<file path="config.mk">
export PLATFORM = sky130hd
export DESIGN_NAME = xfer_act_router
export DESIGN_NICKNAME = d
export VERILOG_FILES = /design/src/rtl/act_pkg.sv /design/src/rtl/act_regs.sv /design/src/rtl/act_arbiter.sv /design/src/rtl/act_seq.sv /design/src/rtl/xfer_act_router.sv
export SDC_FILE = /design/constraint.sdc
export NUM_CORES = 1
export LEC_CHECK = 0
export ABC_AREA = 1
export BUFFER_PORTS_ARGS = -buffer_cell sky130_fd_sc_hd__buf_4
export CORE_MARGIN = 5
export CORE_UTILIZATION = 44
export CTS_CLUSTER_DIAMETER = 120
export DETAILED_ROUTE_END_ITERATION = 16
export PLACE_DENSITY = 0.7
export SYNTH_ARGS = -nofsm -noshare
export SYNTH_HDL_FRONTEND = slang
export SYNTH_SLANG_ARGS = --single-unit
</file>
<file path="constraint.sdc">
create_clock -name clk -period 1.4 [get_ports clk]
set_clock_uncertainty 0.05 [all_clocks]
set_input_delay 0.42 -clock clk [delete_from_list [all_inputs] [get_ports clk]]
set_output_delay 0.42 -clock clk [all_outputs]
set_load 0.01 [all_outputs]
</file>
<file path="src/rtl/act_pkg.sv">
// Shared definitions for the transfer activation router.
// Assumes: nothing beyond IEEE 1800-2017 packages.
package act_pkg;

    typedef enum logic [1:0] {
        ST_IDLE   = 2'd0,
        ST_BUSY   = 2'd1,
        ST_SETTLE = 2'd2
    } seq_state_e;

    // Register width able to hold the routing bits or {request, vector}.
    function automatic int reg_width(input int nsrc, input int vw);
        return (nsrc > vw + 1) ? nsrc : vw + 1;
    endfunction

endpackage

</file>
<file path="src/rtl/act_regs.sv">
// Routing-bit register and software-request register with completion clears.
// Assumes: clears from the sequencer arrive as single-cycle strobes and
// take priority over a same-cycle write; reads are combinational.
module act_regs #(
    parameter int NUM_SRC = 8,
    parameter int VEC_W   = 7,
    parameter int REG_W   = 8
) (
    input  logic               clk,
    input  logic               rst_n,
    input  logic               we,
    input  logic               addr,
    input  logic [REG_W-1:0]   wdata,
    input  logic [NUM_SRC-1:0] en_clr,
    input  logic               sw_clr,
    input  logic               swi_set,
    output logic [NUM_SRC-1:0] en_q,
    output logic               sw_en_q,
    output logic [VEC_W-1:0]   sw_vec_q,
    output logic               swi_q,
    output logic [REG_W-1:0]   rdata
);

    logic wr_route;
    logic wr_sw;

    assign wr_route = we && !addr;
    assign wr_sw    = we && addr;

    // Routing bits: software write, then hardware clear on top of it.
    always_ff @(posedge clk) begin
        if (!rst_n) begin
            en_q <= '0;
        end else begin
            en_q <= (wr_route ? wdata[NUM_SRC-1:0] : en_q) & ~en_clr;
        end
    end

    // Software request bit and vector; completion clear wins over write.
    always_ff @(posedge clk) begin
        if (!rst_n) begin
            sw_en_q  <= 1'b0;
            sw_vec_q <= '0;
        end else begin
            if (wr_sw) begin
                sw_en_q  <= wdata[VEC_W];
                sw_vec_q <= wdata[VEC_W-1:0];
            end
            if (sw_clr) begin
                sw_en_q <= 1'b0;
            end
        end
    end

    // Software completion interrupt: set by the sequencer, released by software.
    always_ff @(posedge clk) begin
        if (!rst_n) begin
            swi_q <= 1'b0;
        end else if (swi_set) begin
            swi_q <= 1'b1;
        end else if (wr_sw && !wdata[VEC_W]) begin
            swi_q <= 1'b0;
        end
    end

    // Read multiplexer.
    always_comb begin
        rdata = '0;
        if (!addr) begin
            rdata[NUM_SRC-1:0] = en_q;
        end else begin
            rdata[VEC_W:0] = {sw_en_q, sw_vec_q};
        end
    end

endmodule

</file>
<file path="src/rtl/act_arbiter.sv">
// Fixed-priority arbiter: lowest hardware index first, software last.
// Assumes: requests are levels sampled only while the sequencer is idle.
module act_arbiter #(
    parameter int NUM_SRC = 8,
    parameter int SEL_W   = 4
) (
    input  logic [NUM_SRC-1:0] hw_req,
    input  logic               sw_req,
    output logic               grant_vld,
    output logic [SEL_W-1:0]   grant_idx
);

    logic [NUM_SRC:0]   seen;
    logic [NUM_SRC-1:0] first;
    logic [SEL_W-1:0]   hw_idx;

    assign seen[0] = 1'b0;

    // Prefix chain: a request wins only if no lower index is requesting.
    for (genvar i = 0; i < NUM_SRC; i++) begin : g_chain
        assign first[i]  = hw_req[i] && !seen[i];
        assign seen[i+1] = seen[i] || hw_req[i];
    end

    // Encode the single winning hardware index.
    always_comb begin
        hw_idx = '0;
        for (int i = 0; i < NUM_SRC; i++) begin
            if (first[i]) begin
                hw_idx = SEL_W'(i);
            end
        end
    end

    // Hardware beats software; software is reported as code NUM_SRC.
    assign grant_vld = seen[NUM_SRC] || sw_req;
    assign grant_idx = seen[NUM_SRC] ? hw_idx : SEL_W'(NUM_SRC);

endmodule

</file>
<file path="src/rtl/act_seq.sv">
// Start/complete sequencer toward the transfer engine.
// Assumes: the engine raises done (with last=1) once per started transfer,
// possibly after chain-link dones with last=0. One idle-settle cycle after
// completion lets peripherals drop a cleared flag before re-arbitration.
module act_seq
    import act_pkg::*;
#(
    parameter int NUM_SRC = 8,
    parameter int VEC_W   = 7,
    parameter int SEL_W   = 4
) (
    input  logic               clk,
    input  logic               rst_n,
    input  logic               grant_vld,
    input  logic [SEL_W-1:0]   grant_idx,
    input  logic [VEC_W-1:0]   sw_vec,
    input  logic               done,
    input  logic               last,
    input  logic               dis,
    input  logic               cnt_end,
    output logic               start,
    output logic [SEL_W-1:0]   cur_src,
    output logic [VEC_W-1:0]   cur_vec,
    output logic [NUM_SRC-1:0] flag_clr,
    output logic [NUM_SRC-1:0] en_clr,
    output logic               sw_clr,
    output logic               swi_set
);

    seq_state_e         state;
    logic [NUM_SRC-1:0] cur_oh;
    logic               finish;
    logic               keep;
    logic               is_sw;

    assign finish = (state == ST_BUSY) && done && last;
    assign keep   = !dis && !cnt_end;
    assign is_sw  = (cur_src == SEL_W'(NUM_SRC));

    // One-hot of the source under service.
    always_comb begin
        cur_oh = '0;
        for (int i = 0; i < NUM_SRC; i++) begin
            if (cur_src == SEL_W'(i)) begin
                cur_oh[i] = 1'b1;
            end
        end
    end

    // Completion strobes to the register block (applied at this edge).
    assign en_clr  = (finish && !is_sw && !keep) ? cur_oh : '0;
    assign sw_clr  = finish && is_sw && keep;
    assign swi_set = finish && is_sw && !keep;

    // State machine, start pulse and captured grant.
    always_ff @(posedge clk) begin
        if (!rst_n) begin
            state   <= ST_IDLE;
            start   <= 1'b0;
            cur_src <= '0;
            cur_vec <= '0;
        end else begin
            start <= 1'b0;
            unique case (state)
                ST_IDLE: begin
                    if (grant_vld) begin
                        start   <= 1'b1;
                        cur_src <= grant_idx;
                        cur_vec <= sw_vec;
                        state   <= ST_BUSY;
                    end
                end
                ST_BUSY: begin
                    if (finish) begin
                        state <= ST_SETTLE;
                    end
                end
                default: state <= ST_IDLE;
            endcase
        end
    end

    // Registered single-cycle clear toward the peripheral flag.
    always_ff @(posedge clk) begin
        if (!rst_n) begin
            flag_clr <= '0;
        end else begin
            flag_clr <= (finish && !is_sw && keep) ? cur_oh : '0;
        end
    end

endmodule

</file>
<file path="src/rtl/xfer_act_router.sv">
// Top: routes peripheral flags to the CPU or to the transfer engine,
// arbitrates activations and applies completion rules.
// Assumes: parameters SEL_W and REG_W keep their derived defaults.
module xfer_act_router #(
    parameter int NUM_SRC = 8,
    parameter int VEC_W   = 7,
    parameter int SEL_W   = $clog2(NUM_SRC + 1),
    parameter int REG_W   = act_pkg::reg_width(NUM_SRC, VEC_W)
) (
    input  logic               clk,
    input  logic               rst_n,
    input  logic [NUM_SRC-1:0] irq_flag_i,
    output logic [NUM_SRC-1:0] cpu_irq_o,
    output logic [NUM_SRC-1:0] flag_clr_o,
    output logic               cpu_swi_o,
    input  logic               reg_we_i,
    input  logic               reg_addr_i,
    input  logic [REG_W-1:0]   reg_wdata_i,
    output logic [REG_W-1:0]   reg_rdata_o,
    output logic               eng_start_o,
    output logic [SEL_W-1:0]   eng_src_o,
    output logic [VEC_W-1:0]   eng_vec_o,
    input  logic               eng_done_i,
    input  logic               eng_last_i,
    input  logic               eng_dis_i,
    input  logic               eng_cnt_end_i
);

    logic [NUM_SRC-1:0] en_q;
    logic [NUM_SRC-1:0] en_clr;
    logic               sw_en_q;
    logic [VEC_W-1:0]   sw_vec_q;
    logic               swi_q;
    logic               sw_clr;
    logic               swi_set;
    logic               grant_vld;
    logic [SEL_W-1:0]   grant_idx;

    act_regs #(.NUM_SRC(NUM_SRC), .VEC_W(VEC_W), .REG_W(REG_W)) u_regs (
        .clk(clk), .rst_n(rst_n),
        .we(reg_we_i), .addr(reg_addr_i), .wdata(reg_wdata_i),
        .en_clr(en_clr), .sw_clr(sw_clr), .swi_set(swi_set),
        .en_q(en_q), .sw_en_q(sw_en_q), .sw_vec_q(sw_vec_q),
        .swi_q(swi_q), .rdata(reg_rdata_o)
    );

    act_arbiter #(.NUM_SRC(NUM_SRC), .SEL_W(SEL_W)) u_arb (
        .hw_req(irq_flag_i & en_q),
        .sw_req(sw_en_q && !swi_q),
        .grant_vld(grant_vld),
        .grant_idx(grant_idx)
    );

    act_seq #(.NUM_SRC(NUM_SRC), .VEC_W(VEC_W), .SEL_W(SEL_W)) u_seq (
        .clk(clk), .rst_n(rst_n),
        .grant_vld(grant_vld), .grant_idx(grant_idx), .sw_vec(sw_vec_q),
        .done(eng_done_i), .last(eng_last_i), .dis(eng_dis_i),
        .cnt_end(eng_cnt_end_i),
        .start(eng_start_o), .cur_src(eng_src_o), .cur_vec(eng_vec_o),
        .flag_clr(flag_clr_o), .en_clr(en_clr), .sw_clr(sw_clr),
        .swi_set(swi_set)
    );

    // CPU sees a flag only while it is not routed to the engine.
    assign cpu_irq_o = irq_flag_i & ~en_q;
    assign cpu_swi_o = swi_q;

endmodule

</file>
======== Word-level counts from Yosys, hierarchy flattened ========
Index checks and enable logic that the tools add are counted.
storage, ports and cells
  memory bits (writable) .................. 0
  output and inout port bits .............. 37
  bits in latches ......................... 0
  bits in read-only memories .............. 0
  memories kept ........................... 0
  register bits after elaboration ......... 39
  bits of input ports ..................... 24
operators by class
  reductions and logical operators ........ 50
  equal/unequal tests ..................... 11
  $add $sub $neg .......................... 0
  mux-type cells .......................... 25
  shifts and indexed selects .............. 0
  divide/modulo/power cells ............... 0
  bitwise operators ....................... 6
  $mul .................................... 0
  order comparisons ....................... 0
operators by type and width
  operator                                                         number
  4-bit 2-to-1 mux                                                 7
  8-bit bitwise AND                                                3
  8-bit 2-to-1 mux                                                 3
  1-bit logical AND                                                20
  4-bit by 3-bit == test with 1-bit output, second input constant  4
  8-bit inverter                                                   2
  1-bit logical NOT                                                14
  1-bit 2-to-1 mux                                                 12
  4-bit by 2-bit == test with 1-bit output, second input constant  2
  1-bit logical OR                                                 8
  2-bit AND reduction                                              4
  4-bit by 1-bit == test with 1-bit output, second input constant  1
  4-bit == test, second input constant                             1
  4-bit logical NOT                                                1
  2-bit 2-to-1 mux                                                 2
  2-bit one-hot mux with 2 select lines                            1
  2-bit by 1-bit == test with 1-bit output, second input constant  1
  2-bit logical NOT                                                1
  2-bit by 1-bit != test with 1-bit output, second input constant  1
  2-bit != test, second input constant                             1
  2-bit nonzero test                                               1
  2-bit OR reduction                                               1
  1-bit inverter                                                   1

======== Depth between registers and ports, before layout ========
Gate-level depths: netlist of the first run.
  word-level depth ........................ 11
  depth in mapped cells ................... 10

======== Modules after synthesis ========
A second synthesis of the first run with hierarchy kept.
second synthesis, totals
  cell total of the unflattened synthesis .. 297
  area, all modules ....................... 1,951.9 µm²
modules (own cells, without submodules)
  module           area each (µm²)  cells an instance  instances
  act_seq          887.1            113                1
  act_regs         795.8            128                1
  xfer_act_router  147.6            34                 1
  act_arbiter      121.4            22                 1

======== Worst setup path after synthesis of the first run ========
No wires, ideal clock.
  kind .................................... input-to-output
  start ................................... in reg_addr_i
  end ..................................... out reg_rdata_o[5]
  buffers on the path ..................... 2
  slack ................................... -121 ps
  stages .................................. 3
  data required time ...................... 930 ps
  data arrival time ....................... 1,051 ps
  cell sequence ........................... buf_2 -> clkbuf_1 -> o21ai_0
between the ends
  longest elaborated chain between the ends .. 1
ends and longest elaborated chain
  element           RTL line               text
  from (decl)       xfer_act_router.sv:17  input logic reg_addr_i,
  8-bit 2-to-1 mux  act_regs.sv:69         if (!addr) begin
  to (decl)         xfer_act_router.sv:19  output logic [REG_W-1:0] reg_rdata_o,
Every way passes these cells.

======== Worst setup path after layout of the first run ========
  start ................................... reg u_regs.en_q[0]
  end ..................................... out reg_rdata_o[0]
between the ends
  longest elaborated chain between the ends .. 1
ends and longest elaborated chain
  element                 RTL line        text
  from (decl)             act_regs.sv:17  output logic [NUM_SRC-1:0] en_q,
  from (signal assigned)  act_regs.sv:35  en_q <= (wr_route ? wdata[NUM_SRC-1:0] : en_q) & ~en_clr;
  8-bit 2-to-1 mux        act_regs.sv:69
Every way passes these cells.

==> results of run 1 <==
-- worst max path at each step --
stage,to,slack [ns],start,cells past startpoint
3_3_place_gp,u_seq.cur_vec[0]$_SDFFE_PN0P_,-0.05,irq_flag_i[2],10
3_5_place_dp,u_seq.cur_vec[0]$_SDFFE_PN0P_,-0.12,irq_flag_i[2],10
4_1_cts,reg_rdata_o[0],-0.05,u_regs.en_q[0]$_SDFF_PN0_,3
2_1_floorplan,reg_rdata_o[5],-0.01,reg_addr_i,3
5_1_grt,reg_rdata_o[0],-0.09,u_regs.en_q[0]$_SDFF_PN0_,3
6_report,reg_rdata_o[0],-0.02,u_regs.en_q[0]$_SDFF_PN0_,3
-- cell families after synthesis --
| family | after synthesis | synth area share (%) |
|---|---|---|
| AO/OA/AOI/OAI | 40 | 11.34 |
| flip-flops | 39 | 43.94 |
| AND/OR/NAND/NOR | 141 | 35.00 |
| buffers and inverters | 43 | 9.718 |
-- sequential cells by signal (all words and copies together), names as in the netlist --
name             count
u_regs.sw_vec_q      7
u_regs.swi_q         1
u_seq.cur_src        4
u_seq.state          2
u_seq.cur_vec        7
u_regs.sw_en_q       1
u_seq.flag_clr       8
u_seq.start          1
u_regs.en_q          8
-- final cells by class --
cell class | instances | area, µm² | share of cell area, %
well taps | 50 | 62.56 | 2.352
inverters | 35 | 133.9 | 5.033
clock buffers | 6 | 82.58 | 3.104
repair buffers | 81 | 615.6 | 23.14
clock inverters | 1 | 5.005 | 0.1881
multi-input cells | 183 | 959.7 | 36.08
flip-flops and latches | 39 | 800.8 | 30.10
-- worst register-to-register path, stage by stage, from the launching register on --
cell,delay [ns]
dfxtp_4,0.36
nand2_2,0.07
nand2_2,0.08
nor2_4,0.13
nand4_4,0.16
nand2_8,0.16
buf_6,0.12
nand3_2,0.05
nand2_1,0.06
nor2_1,0.04
-- placed cells by master, fill, tap and decap left out, drive strengths merged, types with 6 or more instances in the layout --
cell and instances:
buf 81, nand2 63, nor2 55, dfxtp 39
inv 35, o21ai 25, nand3 16, a21oi 14
nor3 8, clkbuf 6
-- power by group through the flow --
stage          logic (µW)  registers (µW)  clock network, µW
6_report              947            1290                759
5_1_grt              1050            1300                856
4_1_cts               831            1280                786
3_5_place_dp          819            1300                  0
3_3_place_gp          807            1300                  0
2_1_floorplan         436            1330                  0
-- metal layers --
metal	global-route usage, %	routed length [µm]	vias up
met2	27.46	2255	55
li1	-	-	986
met1	22.65	2099	831
met3	4.651	313	8
met5	0	0	-
met4	6.640	79	0
-- repair_timing --
action | 4_1_cts | 5_1_grt
gates resized for setup | 23 | 30
cloned | 0 | 2
pin swaps | 3 | 13
setup endpoints to repair | 10 | 36
setup buffers | 2 | 2
-- metrics by stage --
step / worst slack [ns] / setup TNS [ns] / cell area (µm²) / std cells / util [%]
2_1_floorplan: -0.01036 / -0.02073 / 1798 / 263 / -
6_report: -0.02473 / -0.08700 / 2660 / 395 / 66.98
3_5_place_dp: -0.1153 / -0.9823 / 2394 / 382 / 60.27
4_1_cts: -0.04712 / -0.2329 / 2511 / 391 / 63.23
5_1_grt: -0.09138 / -0.9332 / 2660 / 395 / 66.98
3_3_place_gp: -0.05427 / -0.5094 / 2394 / 382 / 60.27
==> reports/results.ini, run 1 <==
[detailed_routing]
wl_per_cell_um=12.02
drtIter0Drc=118
first_pass_iters=4
route.detailed.drc=0
via_per_inst=4.759
final_antenna_net_count=0
routed_wl_mm=4.748
vias=1880

[clock_tree]
cts_hold_buf=0
insertion_delay_ns=0.29
cts.clk_slew.worst_paths_ns=0.07
cts_tree=built
cts.sinks=39
clockBufferDepth=2
htree_levels=2
ctsRootBufferMaster=clkbuf_8
cts_buffers=5

[setup_path]
r2r-end=u_seq.cur_src[0]$_SDFFE_PN0P_
path_cells=inv_2, o21ai_2, buf_4
critPathCaptureType=output port
reg2reg_setup_slack_ns=0.03
critPathMaxStageDelay_ns=0.36
r2r-start=u_regs.en_q[3]$_SDFF_PN0_
critical_path_class=reg -> out
worstRegToRegCells=9
required_ns=0.93
critical_path.top_delay_family=flip-flops
start_kind=flop
cp.buffers_inverters=2
critPathMaxFanout=3
arrival_ns=0.95
crit_slowest_cell=dfxtp_2

[yosys]
syn_nets=287
synth_top_area_share_pct=43.94
async_flop_share_pct=0
synth.cell_area_um2=1777
ys_seq_area_share_pct=43.94
ys_ff_latch=39
syn_area_per_cell_um2=6.756
synth_cell_types=17
synth_top_area_cell=dfxtp_1
ys.flop_type=dfxtp_1
yosysWarnings=0
synthTopCellsByArea=dfxtp_1, nand2_1, nor2_1
yosysMostFrequentCell=nand2_1
post_synth_most_frequent_cells=nand2_1, nor2_1, dfxtp_1
synth-edff-count=0
synthCells=263

[global_routing]
grt_overflow=0
grt_start_max_net_pins=19
grt_pass1_wl_mm=7.203
grt_pass1_vias=1639
grtUsageTotal_pct=17.43
antenna_found_initial=0

[power]
p_total_uw=2992
p_sw_uw=962.8
swShare_pct=32.18
power.clock.fraction_pct=25.4
cellPowerDensity_nw_per_um2=1125
power.internal_uw=2030
pwr-share-comb_pct=31.6
power.leakage_uw=0.001276
worst_ir_drop_vdd_v=0.0006941
seq_power_share_pct=43.0

[place]
gp_congestion=0.8435
dp_hpwl_mm=3.477
port_buffers=60

[die]
boundaryPins=61
core.rowCount=23
coreArea_um2=3971
dieArea_um2=5409
initial_utilization_pct=44.74
die_h_um=73.55
dieWidth_um=73.55

[outcome]
status=finished, violations left
violations=negative setup slack

[sta]
hold_violations=0
hold_ws_ns=0.3718
setup_viol=8
rsz0062_at_grt=yes
slew-limit-headroom_pct=79.97
min_period_ns=1.425
worst_slew_pin_slew_ns=0.2993
fmax_mhz=701.9
maxSlewViolCount=0
worst_slack_ns=-0.02473
fin_crit_sh_pct=101.8

[worst_hold_path]
hp-start=reg_wdata_i[4]
holdPathEnd=u_regs.sw_vec_q[4]$_SDFFE_PN0P_
min_path_cells=3
hp-class=in -> reg

[final_layout]
drive_gt1_share_pct=40.58
fin_nets=369
diodes=0
fillers=350
synthToLayoutAreaGrowth_pct=49.72

[flow_run]
max_cap_violations=0

Power figures use the tool's default switching activity.
==> run 2, diff against run 1 <==
- clock period: 1.4 -> 1.1 ns (I/O delays scaled with it)
==> run 2 against run 1 <==
  * The run still ends with negative setup slack left
  * Register-to-register slack worse by 0.48 ns
  * Die area unchanged
  * Hold slack worse by 0.096 ns
  * Setup slack worse by 0.43 ns
  * Design area up 33%
  * First-iteration DRC count up 79%
  * Global-route usage up 8.4 points
  * Cell count up 11%
  * Sequential share of layout area down 6.7 points
  * Sequential cell count unchanged
  * Critical path type is now reg -> reg
  * Largest cell class unchanged
  * Largest power group is now combinational cells
  * Highest routed layer unchanged
==> reports/results.ini, run 2 (synthesized netlist as in run 1, its figures left out) <==
[sta]
min_period_ns=1.553
worst_slack_ns=-0.4526  ; -0.4278 ns
maxSlewViolCount=0  ; unchanged
setup_viol=69  ; +61
hold_ws_ns=0.2760  ; -0.09579 ns
fin_crit_sh_pct=141.1
rsz0062_at_grt=yes
slew-limit-headroom_pct=79.01  ; -0.97 points
fmax_mhz=644.1
worst_slew_pin_slew_ns=0.3138  ; +0.01447 ns
hold_violations=0  ; unchanged
finalSetupTns_ns=-14.14  ; -14.05 ns

[global_routing]
antenna_found_initial=0  ; unchanged
grt_overflow=0  ; unchanged
grtUsageTotal_pct=25.84  ; +8.4 points
grt_start_max_net_pins=19  ; unchanged
grt_pass1_wl_mm=10.52  ; +46%
grt_pass1_vias=2215  ; +35%

[clock_tree]
cts.sinks=39  ; unchanged
cts.clk_slew.worst_paths_ns=0.08  ; about the same
htree_levels=2  ; unchanged
cts_buffers=5  ; unchanged
clockBufferDepth=2  ; unchanged
cts_tree=built
insertion_delay_ns=0.30  ; about the same
ctsRootBufferMaster=clkbuf_8

[power]
power.leakage_uw=0.001623  ; +27%
worst_ir_drop_vdd_v=0.001093  ; +58%
p_total_uw=4685  ; +57%
cellPowerDensity_nw_per_um2=1324  ; +18%

[setup_path]
arrival_ns=1.72  ; +0.77 ns
critical_path.top_delay_family=simple AND/OR/NAND/NOR gates
cp.buffers_inverters=2  ; unchanged
critical_path_class=reg -> reg
crit_slowest_cell=dfxtp_2
path_cells=buf_6, nand2_4, nand2_4, nor2_4, buf_4, nand2_1, o21ai_0, a21oi_1, nor2_1
cpMostUsedCell=nand2_4
start_kind=flop
required_ns=1.27  ; +0.34 ns
critPathCaptureType=flop
critPathMaxFanout=3  ; unchanged
critPathMaxStageDelay_ns=0.34  ; -0.02 ns

[die]
boundaryPins=61  ; unchanged
dieWidth_um=73.55  ; unchanged
coreArea_um2=3971  ; unchanged
dieArea_um2=5409  ; unchanged
initial_utilization_pct=44.74  ; unchanged
die_h_um=73.55  ; unchanged
core.rowCount=23  ; unchanged

[detailed_routing]
routed_wl_mm=7.805  ; +64%
drtIter0Drc=211  ; +79%
vias=2316  ; +23%
final_antenna_net_count=0  ; unchanged
via_per_inst=5.276  ; +11%
first_pass_iters=4  ; unchanged
route.detailed.drc=0  ; unchanged
wl_per_cell_um=17.78  ; +48%

[place]
gp_congestion=0.8542  ; +1.3%
port_buffers=60  ; unchanged
dp_hpwl_mm=4.029  ; +16%
place_area_um2=2709  ; +13%

[final_layout]
diodes=0  ; unchanged
reg_top3=u_regs.en_q (8), u_seq.flag_clr (8)
stdcell_area_um2=3538  ; +33%
synthToLayoutAreaGrowth_pct=99.15
mostFrequentLayoutCells=buf_4, buf_6, nand2_1
drive_gt1_share_pct=67.61  ; +27 points
fin_nets=412  ; +12%
final_common_cell=buf_4

[outcome]
status=finished, violations left
violations=negative setup slack

[worst_hold_path]
hp-class=in -> reg

[flow_run]
max_cap_violations=0  ; unchanged

run 2: cell count changes in the layout (fill, tap and decap cells not counted), moves of 4 or more:
cell and change:
o21ai_0 -4, nand3_1 -4, nand2_1 -14, nor2_2 +13, nand2_2 +4, nand2_4 +10, dfxtp_2 +19, nor2_1 -32
buf_6 +42, dfxtp_1 -20, nor2_4 +19
run 2: what timing repair did:
item	4_1_cts	5_1_grt
gates resized for setup	122	50
pin swaps	16	14
buffers inserted	15	9
setup endpoints to repair	69	69
gates cloned	1	1
hold buffers	0	0
endpoints found under the hold margin	0	0
run 2: metal layers:
layer  part of all wire, %  vias to the layer above  routed length (µm)  global-route usage (%)
met5                     0                        -                   0                       0
met4                   3.5                        0                 274                   9.457
met3                   7.9                       24                 617                   6.430
met2                    52                      130                4091                   45.77
met1                    36                     1087                2822                   29.75
li1                      -                     1075                   -                       -
run 2: path summary, 6_finish.rpt:
check                                      from                              end  slack, ns  cells past startpoint
setup reg to reg      u_regs.en_q[0]$_SDFF_PN0_    u_seq.cur_src[0]$_SDFFE_PN0P_      -0.45                      9
hold reg to reg   u_seq.cur_vec[1]$_SDFFE_PN0P_    u_seq.cur_vec[1]$_SDFFE_PN0P_       0.44                      2
hold / removal                   reg_wdata_i[3]  u_regs.sw_vec_q[3]$_SDFFE_PN0P_       0.28                      3
setup / recovery      u_regs.en_q[0]$_SDFF_PN0_    u_seq.cur_src[0]$_SDFFE_PN0P_      -0.45                      9
run 2: per-stage QoR:
stage | cells | worst slack [ns] | utilization (%)
global placement | 406 | -0.2955 | 68.21
finish | 439 | -0.4526 | 89.10
floorplan | 263 | -0.2023 | -
detailed placement | 406 | -0.3572 | 68.21
CTS | 429 | -0.3426 | 82.51
global route | 439 | -0.5235 | 89.10
run 2: worst register-to-register path, delay by kind of cell (launching register included):
family	cells	cell delay, ns
flip-flops	1	0.34
AO/OA/AOI/OAI	2	0.37
AND/OR/NAND/NOR	5	0.46
buffers and inverters	2	0.26
run 2: report_power, final:
group          total (µW)  internal (µW)  switching [µW]
logic                2010            957            1050
clock network         999            444             555
registers            1680           1560             115
run 2: area by class of cell:
| class | instances | area, µm² |
|---|---|---|
| clock buffers | 6 | 72.57 |
| clock inverters | 2 | 12.51 |
| fillers | 181 | 432.9 |
| inverters | 35 | 138.9 |
| multi-input cells | 183 | 1303 |
| flip-flops and latches | 39 | 828.3 |
| well taps | 50 | 62.56 |
| repair buffers | 124 | 1121 |
==> run 3, diff against run 2 <==
- CORE_ASPECT_RATIO: not set -> 1.75
==> run 3 against run 2 <==
  * The run still ends with negative setup slack left
  * Core utilization is 1.2 points higher
  * Sequential share of layout area is 0.064 points higher
  * Routed wire length is 3.3% higher
  * Design area is 0.42% lower
  * First-iteration DRC count is 34% lower
  * Critical path depth is 1 lower
  * Sequential power hardly changed
  * Power is 4.4% higher
  * Sequential cell count stayed put
  * Critical path type unchanged
  * Highest routed layer unchanged
==> reports/results.ini, run 3 (synthesized netlist as in run 1, its figures left out) <==
[power]
p_sw_uw=1694  ; -1.6%
power.internal_uw=3199  ; +8.0%
cellPowerDensity_nw_per_um2=1389  ; +4.9%
seq_power_share_pct=34.5  ; -1.3 points
power.leakage_uw=0.001592  ; -1.9%
worst_ir_drop_vdd_v=0.001210  ; +11%
pwr-share-comb_pct=39.7  ; -3.2 points
power.clock.fraction_pct=25.8  ; +4.5 points
swShare_pct=34.62  ; -2.1 points

[worst_hold_path]
holdPathEnd=u_regs.sw_vec_q[6]$_SDFFE_PN0P_
hp-class=in -> reg
hp-start=reg_wdata_i[6]
min_path_cells=3  ; unchanged

[clock_tree]
cts.sinks=39  ; unchanged
ctsRootBufferMaster=clkbuf_8
clockBufferDepth=2  ; unchanged
cts_hold_buf=0  ; unchanged
cts_tree=built
cts_buffers=5  ; unchanged
insertion_delay_ns=0.30  ; about the same
cts.clk_slew.worst_paths_ns=0.08  ; about the same
htree_levels=2  ; unchanged

[final_layout]
fin_nets=403  ; -2.2%
mostFrequentLayoutCells=buf_4, buf_6, nand2_1
drive_gt1_share_pct=70.00  ; +2.4 points
final_common_cell=buf_4
diodes=0  ; unchanged
reg_top3=u_regs.en_q (8), u_seq.flag_clr (8)
synthToLayoutAreaGrowth_pct=98.31
finish.utilization_pct=90.26  ; +1.2 points
stdcell_count=428  ; -2.5%

[setup_path]
cpMostUsedCell=nand2_1
critPathMaxStageDelay_ns=0.33  ; about the same
r2r-end=u_seq.cur_src[2]$_SDFFE_PN0P_
path_cells=nand2_1, nand2_1, inv_1, nand4_4, nand2_8, buf_6, nand3_2, a21oi_2
critical_path_class=reg -> reg
required_ns=1.28  ; about the same
r2r-start=u_regs.en_q[7]$_SDFF_PN0_
critPathMaxFanout=5  ; +2
start_kind=flop
crit_slowest_cell=dfxtp_2
worstRegToRegCells=8  ; -1
critPathCaptureType=flop
reg2reg_setup_slack_ns=-0.43  ; +0.02 ns
arrival_ns=1.71  ; about the same

[die]
coreArea_um2=3904  ; -1.7%
initial_utilization_pct=45.51  ; +0.77 points
core.rowCount=30  ; +30%
dieWidth_um=58.04  ; -21%
boundaryPins=61  ; unchanged
die_h_um=94.06  ; +28%
dieArea_um2=5459  ; +0.92%

[global_routing]
grtUsageTotal_pct=23.97  ; -1.9 points
grt_pass1_wl_mm=9.984  ; -5.1%
grt_overflow=0  ; unchanged
grt_start_max_net_pins=19  ; unchanged
antenna_found_initial=0  ; unchanged
grt_pass1_vias=2212  ; -0.14%

[detailed_routing]
vias=2335  ; +0.82%
route.detailed.drc=0  ; unchanged
first_pass_iters=5  ; +1
via_per_inst=5.456  ; +3.4%
drtIter0Drc=140  ; -34%
final_antenna_net_count=0  ; unchanged
routed_wl_mm=8.061  ; +3.3%
wl_per_cell_um=18.83  ; +5.9%

[sta]
worst_slack_ns=-0.4293  ; +0.02330 ns
fin_crit_sh_pct=139.0  ; -2.1 points
hold_violations=0  ; unchanged
fmax_mhz=653.9  ; +1.5%
min_period_ns=1.529  ; -0.02330 ns
worst_slew_pin_slew_ns=0.3257  ; +0.01196 ns
rsz0062_at_grt=yes
hold_ws_ns=0.2856  ; +0.009590 ns
slew-limit-headroom_pct=78.06  ; -0.95 points
setup_viol=69  ; unchanged
maxSlewViolCount=0  ; unchanged

[outcome]
status=finished, violations left
violations=negative setup slack

[place]
dp_hpwl_mm=4.046  ; +0.43%
placed_cells=396  ; -2.5%
port_buffers=60  ; unchanged
gp_congestion=0.8234  ; -3.6%

[flow_run]
max_cap_violations=0  ; unchanged

[run 3: changes by cell type in the layout (fill, tap and decap cells not counted), sizes merged]
| cell | previous run | this run |
|---|---|---|
| buf | 124 | 115 |
| bufinv | 0 | 1 |
| clkinvlp | 1 | 0 |
[run 3: stage by stage]
step | area [µm²] | setup WS [ns] | TNS [ns] | power (µW)
floorplan | 1948 | -0.2023 | -2.081 | 2322
global placement | 2621 | -0.3106 | -9.887 | 2824
detailed placement | 2621 | -0.3498 | -10.91 | 2844
CTS | 3228 | -0.3258 | -9.514 | 4533
global route | 3523 | -0.4766 | -16.55 | 5080
finish | 3523 | -0.4293 | -13.54 | 4893
[run 3: worst max-delay path by stage]
stage / startpoint / endpoint / slack, ns / cells past startpoint
floorplan: irq_flag_i[2] / u_seq.cur_vec[0]$_SDFFE_PN0P_ / -0.20 / 9
finish: u_regs.en_q[7]$_SDFF_PN0_ / u_seq.cur_src[2]$_SDFFE_PN0P_ / -0.43 / 8
global route: u_regs.en_q[0]$_SDFF_PN0_ / u_seq.cur_src[2]$_SDFFE_PN0P_ / -0.48 / 9
CTS: u_regs.en_q[0]$_SDFF_PN0_ / reg_rdata_o[0] / -0.33 / 4
detailed placement: irq_flag_i[3] / u_seq.cur_src[1]$_SDFFE_PN0P_ / -0.35 / 10
global placement: irq_flag_i[2] / u_seq.cur_vec[3]$_SDFFE_PN0P_ / -0.31 / 10
[run 3: final cells by class]
class | count | area [µm²]
sequential | 39 | 827.0
fill | 174 | 380.4
clock buffer | 6 | 82.58
inverter | 35 | 141.4
timing repair buffer | 115 | 1036
multi-input combinational | 183 | 1341
clock inverter | 2 | 35.03
tap | 48 | 60.06
[run 3: worst max-delay path: cells and delay by family (launching register included)]
family | cells | cell delay [ns]
AND/OR/NAND/NOR | 5 | 0.64
flip-flops | 1 | 0.33
buffers and inverters | 2 | 0.30
AO/OA/AOI/OAI | 1 | 0.15
[run 3: what timing repair did]
item | 4_1_cts | 5_1_grt
pin swaps | 20 | 19
endpoints found under the setup margin | 68 | 68
resized for setup | 121 | 66
setup buffers | 13 | 10
gates cloned | 2 | 0
hold endpoints to repair | 0 | 0
[run 3: power by group through the flow]
| stage | Clock [µW] | Sequential, µW | Combinational [µW] |
|---|---|---|---|
| 3_5_place_dp | 0 | 1660 | 1180 |
| 6_report | 1260 | 1690 | 1940 |
| 3_3_place_gp | 0 | 1660 | 1170 |
| 4_1_cts | 1250 | 1670 | 1610 |
| 5_1_grt | 1320 | 1700 | 2070 |
| 2_1_floorplan | 0 | 1710 | 612 |
[run 3: metal layers]
metal / share of wire, % / track usage [%]
met5: 0 / 0
met2: 55 / 44.53
met4: 6.8 / 14.89
met1: 33 / 23.30
met3: 5.7 / 4.539
